`src/rtl/dma_irq_pkg.sv`:
```
package dma_irq_pkg;
   localparam int REG_W    = 16;
   localparam int B_PEND   = 15;
   localparam int SEL_LSB  = 8;
   localparam int SEL_W    = 7;
   localparam int B_HI     = 7;
   localparam int B_LO     = 6;
   localparam int B_DONE   = 5;
   localparam int B_HALF   = 4;
   localparam int B_OVR    = 3;
   localparam int B_HEN    = 0;

   typedef struct packed {
      logic hi;
      logic lo;
      logic ovr;
      logic half;
      logic done;
   } evt_t;
endpackage

```
`src/rtl/dma_irq_limchk.sv`:
```
module dma_irq_limchk #(
   parameter int          AW      = 16,
   parameter logic [AW-1:0] SFR_TOP = 'h07FF,
   parameter logic [AW-1:0] RAM_TOP = 'hBFFF
) (
   input  logic          acc_valid,
   input  logic [AW-1:0] acc_addr,
   input  logic [AW-1:0] lim_lo,
   input  logic [AW-1:0] lim_hi,
   output logic          ev_hi,
   output logic          ev_lo
);
   logic above_lim, above_ram, below_lim, above_sfr;

   always_comb begin
      above_lim = acc_addr > lim_hi;
      above_ram = acc_addr > RAM_TOP;
      below_lim = acc_addr < lim_lo;
      above_sfr = acc_addr > SFR_TOP;
      ev_hi     = acc_valid && (above_lim || above_ram);
      ev_lo     = acc_valid && below_lim && above_sfr;
   end
endmodule

```
`src/rtl/dma_irq_halfwm.sv`:
```
module dma_irq_halfwm #(
   parameter int CW = 16
) (
   input  logic          clk,
   input  logic          rst_n,
   input  logic          sess_start,
   input  logic [CW-1:0] cnt_init,
   input  logic          cnt_step,
   input  logic [CW-1:0] cnt_val,
   output logic          ev_half
);
   logic [CW-1:0] mid_q;
   logic          seen_q;

   assign ev_half = cnt_step && !sess_start && !seen_q && (cnt_val == mid_q);

   always_ff @(posedge clk or negedge rst_n) begin
      if (!rst_n) begin
         mid_q  <= '0;
         seen_q <= 1'b0;
      end else if (sess_start) begin
         mid_q  <= cnt_init >> 1;
         seen_q <= 1'b0;
      end else if (ev_half) begin
         seen_q <= 1'b1;
      end
   end


   half_once_chk: assert property (@(posedge clk) disable iff (!rst_n)
      (ev_half && !sess_start) |=> !ev_half);
endmodule

```
`src/rtl/dma_irq_flags.sv`:
```
module dma_irq_flags
   import dma_irq_pkg::*;
(
   input  logic             clk,
   input  logic             rst_n,
   input  logic             reg_wr,
   input  logic [REG_W-1:0] reg_wdata,
   input  evt_t             ev,
   input  logic             sess_start,
   input  logic             buf_load,
   input  logic             buf_store,
   output logic [REG_W-1:0] reg_q,
   output logic             half_en
);
   logic             pend_q, hi_q, lo_q, done_q, half_q, ovr_q, hen_q;
   logic [SEL_W-1:0] sel_q;
   logic             unused_bits;

   assign unused_bits = ^reg_wdata[2:1];

   always_ff @(posedge clk or negedge rst_n) begin
      if (!rst_n) begin
         pend_q <= 1'b0;
         sel_q  <= '0;
         hi_q   <= 1'b0;
         lo_q   <= 1'b0;
         done_q <= 1'b0;
         half_q <= 1'b0;
         ovr_q  <= 1'b0;
         hen_q  <= 1'b0;
      end else begin
         pend_q <= buf_load ? 1'b1 : buf_store ? 1'b0
                 : (reg_wr ? reg_wdata[B_PEND] : pend_q);
         if (reg_wr) begin
            sel_q <= reg_wdata[SEL_LSB +: SEL_W];
            hen_q <= reg_wdata[B_HEN];
         end
         hi_q   <= ev.hi   | (reg_wr ? reg_wdata[B_HI]   : hi_q);
         lo_q   <= ev.lo   | (reg_wr ? reg_wdata[B_LO]   : lo_q);
         half_q <= ev.half | (reg_wr ? reg_wdata[B_HALF] : half_q);
         ovr_q  <= ev.ovr  | (reg_wr ? reg_wdata[B_OVR]  : ovr_q);
         done_q <= ev.done | (!sess_start && (reg_wr ? reg_wdata[B_DONE] : done_q));
      end
   end

   always_comb begin
      reg_q          = '0;
      reg_q[B_PEND]  = pend_q;
      reg_q[SEL_LSB +: SEL_W] = sel_q;
      reg_q[B_HI]    = hi_q;
      reg_q[B_LO]    = lo_q;
      reg_q[B_DONE]  = done_q;
      reg_q[B_HALF]  = half_q;
      reg_q[B_OVR]   = ovr_q;
      reg_q[B_HEN]   = hen_q;
      half_en        = hen_q;
   end


   hi_sticky_chk: assert property (@(posedge clk) disable iff (!rst_n)
      ev.hi |=> reg_q[B_HI]);

   done_clear_chk: assert property (@(posedge clk) disable iff (!rst_n)
      (sess_start && !ev.done) |=> !reg_q[B_DONE]);

   pend_set_chk: assert property (@(posedge clk) disable iff (!rst_n)
      buf_load |=> reg_q[B_PEND]);

   sw_set_chk: assert property (@(posedge clk) disable iff (!rst_n)
      (reg_wr && reg_wdata[B_OVR]) |=> reg_q[B_OVR]);
endmodule

```
`src/rtl/dma_chan_irq.sv`:
```
module dma_chan_irq
   import dma_irq_pkg::*;
#(
   parameter int            AW      = 16,
   parameter int            CW      = 16,
   parameter logic [AW-1:0] SFR_TOP = 'h07FF,
   parameter logic [AW-1:0] RAM_TOP = 'hBFFF,
   parameter bit            IRQ_REG = 1'b1
) (
   input  logic             clk,
   input  logic             rst_n,
   input  logic             reg_wr,
   input  logic [REG_W-1:0] reg_wdata,
   output logic [REG_W-1:0] reg_rdata,
   input  logic [AW-1:0]    lim_lo,
   input  logic [AW-1:0]    lim_hi,
   input  logic             acc_valid,
   input  logic [AW-1:0]    acc_addr,
   input  logic             trig,
   input  logic             busy,
   input  logic             sess_start,
   input  logic [CW-1:0]    cnt_init,
   input  logic             cnt_step,
   input  logic [CW-1:0]    cnt_val,
   input  logic             sess_done,
   input  logic             buf_load,
   input  logic             buf_store,
   output logic             irq
);
   localparam int MIN_AW = 12;

   generate
      if (AW < MIN_AW) begin : g_aw_bad
         $error("AW too small for the SFR boundary");
      end
      if (CW < 2) begin : g_cw_bad
         $error("CW must be at least 2");
      end
      if (SFR_TOP >= RAM_TOP) begin : g_map_bad
         $error("SFR_TOP must lie below RAM_TOP");
      end
   endgenerate

   evt_t ev;
   logic half_en, irq_ev;

   dma_irq_limchk #(.AW(AW), .SFR_TOP(SFR_TOP), .RAM_TOP(RAM_TOP)) u_lim (
      .acc_valid (acc_valid),
      .acc_addr  (acc_addr),
      .lim_lo    (lim_lo),
      .lim_hi    (lim_hi),
      .ev_hi     (ev.hi),
      .ev_lo     (ev.lo)
   );

   dma_irq_halfwm #(.CW(CW)) u_half (
      .clk        (clk),
      .rst_n      (rst_n),
      .sess_start (sess_start),
      .cnt_init   (cnt_init),
      .cnt_step   (cnt_step),
      .cnt_val    (cnt_val),
      .ev_half    (ev.half)
   );

   assign ev.ovr  = trig && busy;
   assign ev.done = sess_done;

   dma_irq_flags u_flags (
      .clk        (clk),
      .rst_n      (rst_n),
      .reg_wr     (reg_wr),
      .reg_wdata  (reg_wdata),
      .ev         (ev),
      .sess_start (sess_start),
      .buf_load   (buf_load),
      .buf_store  (buf_store),
      .reg_q      (reg_rdata),
      .half_en    (half_en)
   );

   assign irq_ev = ev.hi | ev.lo | ev.ovr | ev.done | (ev.half & half_en);

   generate
      if (IRQ_REG) begin : g_irq_reg
         logic irq_q;
         always_ff @(posedge clk or negedge rst_n) begin
            if (!rst_n) irq_q <= 1'b0;
            else        irq_q <= irq_ev;
         end
         assign irq = irq_q;


         done_irq_chk: assert property (@(posedge clk) disable iff (!rst_n)
            sess_done |=> irq);

         sfr_quiet_chk: assert property (@(posedge clk) disable iff (!rst_n)
            (acc_valid && acc_addr <= SFR_TOP && !trig && !sess_done
             && !ev.half && acc_addr <= lim_hi) |=> !irq);
      end else begin : g_irq_comb
         assign irq = irq_ev;
      end
   endgenerate
endmodule

```
`config.mk`:
```
export PLATFORM = sky130hd
export DESIGN_NAME = dma_chan_irq
export DESIGN_NICKNAME = d
export VERILOG_FILES = /design/src/rtl/dma_irq_pkg.sv /design/src/rtl/dma_irq_limchk.sv /design/src/rtl/dma_irq_halfwm.sv /design/src/rtl/dma_irq_flags.sv /design/src/rtl/dma_chan_irq.sv
export SDC_FILE = /design/constraint.sdc
export NUM_CORES = 1
export LEC_CHECK = 0
export BUFFER_PORTS_ARGS = -buffer_cell sky130_fd_sc_hd__buf_4
export CAP_MARGIN = 10
export CORE_MARGIN = 1.5
export CORE_UTILIZATION = 35
export CTS_CLUSTER_SIZE = 12
export DETAILED_ROUTE_END_ITERATION = 8
export PLACE_DENSITY = 0.68
export SLEW_MARGIN = 20
export SYNTH_ARGS = -nofsm -noshare
export SYNTH_HDL_FRONTEND = slang
export SYNTH_SLANG_ARGS = --single-unit
```
`constraint.sdc`:
```
create_clock -name clk -period 1.65 [get_ports clk]
set_clock_uncertainty 0.2 [all_clocks]
set_input_delay 0.33 -clock clk [delete_from_list [all_inputs] [get_ports clk]]
set_output_delay 0.33 -clock clk [all_outputs]
set_load 0.005 [all_outputs]
```
# Word level (Yosys, flattened, before mapping)
# Cells that the tools add are included.
[totals]
elab_cells = 49
inputBits = 107
output_inout_bits = 17
ff_bits = 31
[op_classes]
n_bitwise = 10
n_eq_ne = 1
muxes = 10
order_cmp = 4
reduce_logical = 13
[ops]
columns = ["cell", "count"]
rows = [
  ["$eq 16x15->1", 1],
  ["$gt 16x11->1 const B", 1],
  ["$gt 16x16->1", 1],
  ["$gt 16x16->1 const B", 1],
  ["$lt 16x16->1", 1],
  ["$mux 1", 10],
  ["$or 1x1->1", 9],
  ["$logic_and 1x1->1", 8],
  ["$reduce_bool 3->1", 1],
  ["$logic_not 1->1", 2],
  ["$reduce_bool 2->1", 1],
  ["$and 1x1->1", 1],
  ["$logic_or 1x1->1", 1],
]

# Depth between registers and ports, before layout
[logic_depth]
word_depth = 7
ltp_mapped = 7
mapped_depth_nobuf = 7

# Cells and area by module
# Synthesis repeated with hierarchy kept, for this count alone.
[hier_totals]
hier_cells = 220
hier_area_um2 = 2280.9
[by_module_without_submodules]
columns = ["module", "cells_per_inst", "area_per_inst_um2", "n_inst", "seq_area_each_um2"]
rows = [
  ["dma_irq_limchk", 114, 794.5, 1, 0.0],
  ["dma_irq_halfwm", 56, 780.7, 1, 400.4],
  ["dma_irq_flags", 46, 656.9, 1, 350.3],
  ["dma_chan_irq", 4, 48.8, 1, 25.0],
]

# Worst setup path after synthesis
# OpenSTA, ideal clock, no wires.
[synth_timing]
kind = "input -> register"
from = "input sess_start"
to = "register g_irq_reg.irq_q (netlist: irq)"
t_arrival_ns = 1.604
cell_stages = 6
setup_slack_ns = -0.220
setup_ns = 0.067
path_buffers = 1
required_ns = 1.383
path_cell_list = "buf_6 > or4b_1 > nor4_1 > nand4_1 > o21a_1 > nand3_2"
[synth_via]
elab_chain_cells = 6
[synth_rtl]
columns = ["element", "line_no", "text"]
rows = [
  ["start, declared", "dma_chan_irq.sv:21", "input logic sess_start,"],
  ["$logic_not 1->1", "dma_irq_halfwm.sv:15", "assign ev_half = cnt_step && !sess_start && !seen_q && (cnt_val == mid_q);"],
  ["$logic_and 1x1->1 (3 in series)", "dma_irq_halfwm.sv:15", ""],
  ["$and 1x1->1", "dma_chan_irq.sv:82", "assign irq_ev = ev.hi | ev.lo | ev.ovr | ev.done | (ev.half & half_en);"],
  ["$or 1x1->1", "dma_chan_irq.sv:82", ""],
  ["via irq_ev", "dma_chan_irq.sv:45", "logic half_en, irq_ev;"],
  ["end signal, assigned", "dma_chan_irq.sv:89", "else irq_q <= irq_ev;"],
  ["end, declared", "dma_chan_irq.sv:86", "logic irq_q;"],
]
# The timed path passes the listed nets, and every way through them passes these cells.
# A chain may end at the register's enable or synchronous reset.

# Worst setup path after layout
[layout_timing]
from = "register u_half.seen_q"
to = "register g_irq_reg.irq_q (netlist: irq)"
[layout_via]
elab_chain_cells = 5
[layout_rtl]
columns = ["element", "line_no", "text"]
rows = [
  ["start, declared", "dma_irq_halfwm.sv:13", "logic seen_q;"],
  ["start signal, assigned", "dma_irq_halfwm.sv:20", "seen_q <= 1'b0;"],
  ["start signal, assigned", "dma_irq_halfwm.sv:23", "seen_q <= 1'b0;"],
  ["start signal, assigned", "dma_irq_halfwm.sv:25", "seen_q <= 1'b1;"],
  ["$logic_not 1->1", "dma_irq_halfwm.sv:15", ""],
  ["$logic_and 1x1->1 (2 in series)", "dma_irq_halfwm.sv:15", ""],
  ["$and 1x1->1", "dma_chan_irq.sv:82", ""],
  ["$or 1x1->1", "dma_chan_irq.sv:82", ""],
  ["via irq_ev", "dma_chan_irq.sv:45", ""],
]
# The timed path passes the listed nets, and every way through them passes these cells.

==> run_results.csv <==
group,metric,value,unit
worst_setup_path,crit_chain,"or4b_4 -> nor4_4 -> nand4_1 -> o21a_1 -> nand3_2",
worst_setup_path,path_class,"reg2reg",
synth,synth_area_leader_cell,"dfrtp_1",
timing,final_hold_viol_count,0,
cells_and_area,design_area,3570,sq um
route,firstDrtPassIters,4,
grt,gr-usage-met1,0.208,
cells_and_area,syn_to_final_growth,59.6,%
placed_design,io_buffers,118,
timing,fmax,0.561,GHz
timing,period_share,1.08,
hold_path,hp-class,"in2reg",
floorplanning,core_area,6060,sq um
route,drt_iter0_drc,30,
worst_setup_path,r2r_slack,-0.13,ns
synth,synthFlopType,"dfrtp_1",
placed_design,dpl.hpwl,4740,um
grt,grt_use_total,0.169,
route,post-route-drc-count,0,
timing,finalWorstSetupSlack,-0.133,ns
worst_setup_path,rr_worst_depth,5,
worst_setup_path,slowest_stage,"or4b_4",
worst_setup_path,timing.rr.start,"u_half.seen_q",
worst_setup_path,critPathMaxFanout,2,
pwr,vdd_drop_max,0.000487,V
route,via_per_inst,4.74,
floorplanning,initial_core_util,0.369,
placed_design,place.gp.congestion,0.764,
route,post_drt_wl_per_cell,13.2,um
worst_setup_path,arrival,1.80,ns
cells_and_area,final_common_cell,"buf_4",
grt,overflow,0,
worst_setup_path,r2r_end,"irq",
route,postRouteAntennaNets,0,
hold_path,min-delay-start,"buf_store",
clock_tree,insertion_delay,0.28,ns
timing,min_period,1.78,ns
cells_and_area,fillers,536,
pwr,p_per_area,620,nW/um^2
worst_setup_path,worst-path-buf-inv,0,
grt,grt_pass1_vias,2114,
clock_tree,cts-root-buf,"clkbuf_8",
floorplanning,dieArea,6880,sq um
route,vias,2016,
pwr,p_leak,1.80,nW
synth,yosysTopAreaCellShare,0.347,
grt,grt_pass1_wl,9470,um
worst_setup_path,crit_path_start_kind,"flip-flop",
placed_design,placed_cell_area,3370,sq um
hold_path,whs_path_depth,2,
clock_tree,cts.clk_slew.worst_paths,0.06,ns
grt,antenna_found_initial,0,
floorplanning,die_x,83.0,um
grt,grtUsageMet3,0.0427,
clock_tree,clock_sinks,31,
synth,synth.avg_cell_area,10.0,sq um
timing,drv_slew,0,
clock_tree,clockBufferDepth,2,
clock_tree,cts_setup_buffers,0,
synth,yosysUniqueCellTypes,35,
synth,synth_edf_count,0,
hold_path,hold_end,"u_flags.pend_q",
synth,synthArstFlopShare,1.00,
timing,rsz0062_at_grt,"yes",
grt,met2_usage,0.286,
worst_setup_path,slowest_delay,0.53,ns
worst_setup_path,cp.required,1.67,ns
synth,synth_area_leaders,"dfrtp_1 (35%), ha_1 (17%), mux2_2 (11%)",
clock_tree,cts_buffers,5,
timing,finalSetupTns,-0.272,ns
route,wl,5590,um
grt,top_usage_layer,"met2",
status,violations,"setup timing",
cells_and_area,antenna_cells,0,
job,maxCapViolCount,0,
synth,ys_seq_elements,31,
floorplanning,io_pins,124,
synth,ys_seq_area_frac,0.347,
synth,postSynthCellCount,223,
synth,syn-cell-area,2240,sq um
clock_tree,htreeDepth,2,
worst_setup_path,path_delay_family,"simple AND/OR/NAND/NOR gates",
cells_and_area,nets,487,
cells_and_area,layout-drive-gt1-share,0.546,
clock_tree,cts_tree,"built",
worst_setup_path,crit_path_start,"u_half.seen_q",
cells_and_area,final_cell_mix,"buf_4 (121), dfrtp_1 (31), inv_1 (24)",
pwr,power.total,2.21,mW
worst_setup_path,crit_path_end_kind,"flip-flop",
synth,yosys_warnings,0,
timing,hold_slack,0.0316,ns
floorplanning,fp-row-count,28,
grt,grt_start_max_net_pins,32,
status,outcome,"complete, but fails checks",
floorplanning,die_h,83.0,um
timing,setup_violations,3,
==> cells in the mapped netlist (2+ instances only) <==
cell / instances
nand4_1: 5
a21o_1: 3
dfrtp_1: 31
mux2i_1: 5
nor2b_1: 3
nor2_1: 5
buf_4: 9
nand2_1: 8
nor4_1: 5
xor2_1: 15
o21bai_1: 3
o21ai_0: 11
a21oi_1: 10
a21boi_0: 3
mux2_2: 22
clkbuf_1: 2
inv_1: 34
ha_1: 31
a211oi_1: 2
==> kinds of logic (layout without fill, tap and decap cells) <==
family / count (synthesis) / count (layout) / share of synthesized area
fa+ha+maj: 31 / 31 / 0.173
mux: 27 / 27 / 0.133
flops: 31 / 31 / 0.347
compound gates: 38 / 38 / 0.106
buf+inv: 47 / 173 / 0.0973
other cells: 1 / 2 / 0.00168
xor+xnor: 15 / 15 / 0.0587
simple gates: 33 / 33 / 0.0828
==> worst max-delay path by stage <==
| stage | cells after the start | slack (ns) | end |
|---|---|---|---|
| after floorplan | 6 | -0.08 | irq |
| after global placement | 8 | -0.34 | irq |
| after detailed placement | 8 | -0.38 | irq |
| after CTS | 5 | -0.16 | irq |
| after global routing | 5 | -0.19 | irq |
| final | 5 | -0.13 | irq |
==> flip-flops by register name (all words and copies together) (netlist names) <==
| name | count |
|---|---|
| u_half.mid_q | 15 |
| u_flags.ovr_q | 1 |
| u_flags.lo_q | 1 |
| u_half.seen_q | 1 |
| u_flags.half_en | 1 |
| u_flags.done_q | 1 |
| u_flags.sel_q | 7 |
| irq | 1 |
| u_flags.pend_q | 1 |
| u_flags.half_q | 1 |
| u_flags.hi_q | 1 |
==> cell type report <==
cell class / instances / area (sq um) / area share
timing repair buffer: 131 / 1040 / 0.290
multi-input combinational: 146 / 1430 / 0.402
tap: 75 / 93.8 / 0.0263
clock buffer: 8 / 100 / 0.0280
inverter: 34 / 130 / 0.0365
sequential: 31 / 776 / 0.217
==> report_power, final <==
part	switching, mW	total [mW]	internal, mW
clock	0.262	0.642	0.380
combinational	0.271	0.696	0.425
sequential	0.0408	0.874	0.833
total	0.574	2.21	1.64
==> per-stage QoR <==
step / worst slack, ns / std cells / utilization
2_1_floorplan: -0.0790 / 224 / -
3_3_place_gp: -0.344 / 416 / 0.557
4_1_cts: -0.156 / 425 / 0.582
5_1_grt: -0.192 / 425 / 0.589
6_report: -0.133 / 425 / 0.589
3_5_place_dp: -0.382 / 416 / 0.557
==> layer usage <==
metal  share of wire  wire (um)
met1            0.44       2450
met2            0.47       2640
met3           0.074        413
met4           0.016         88
met5               0          0
==> timing repair <==
| action | 4_1_cts | 5_1_grt |
|---|---|---|
| resized for setup | 9 | 13 |
| hold endpoints to repair | 31 | 0 |
| endpoints found under the setup margin | 4 | 5 |
| hold buffers | 1 | 0 |
| cloned | 0 | 0 |
| pin swaps | 5 | 10 |
Power figures use the tool's default switching activity.
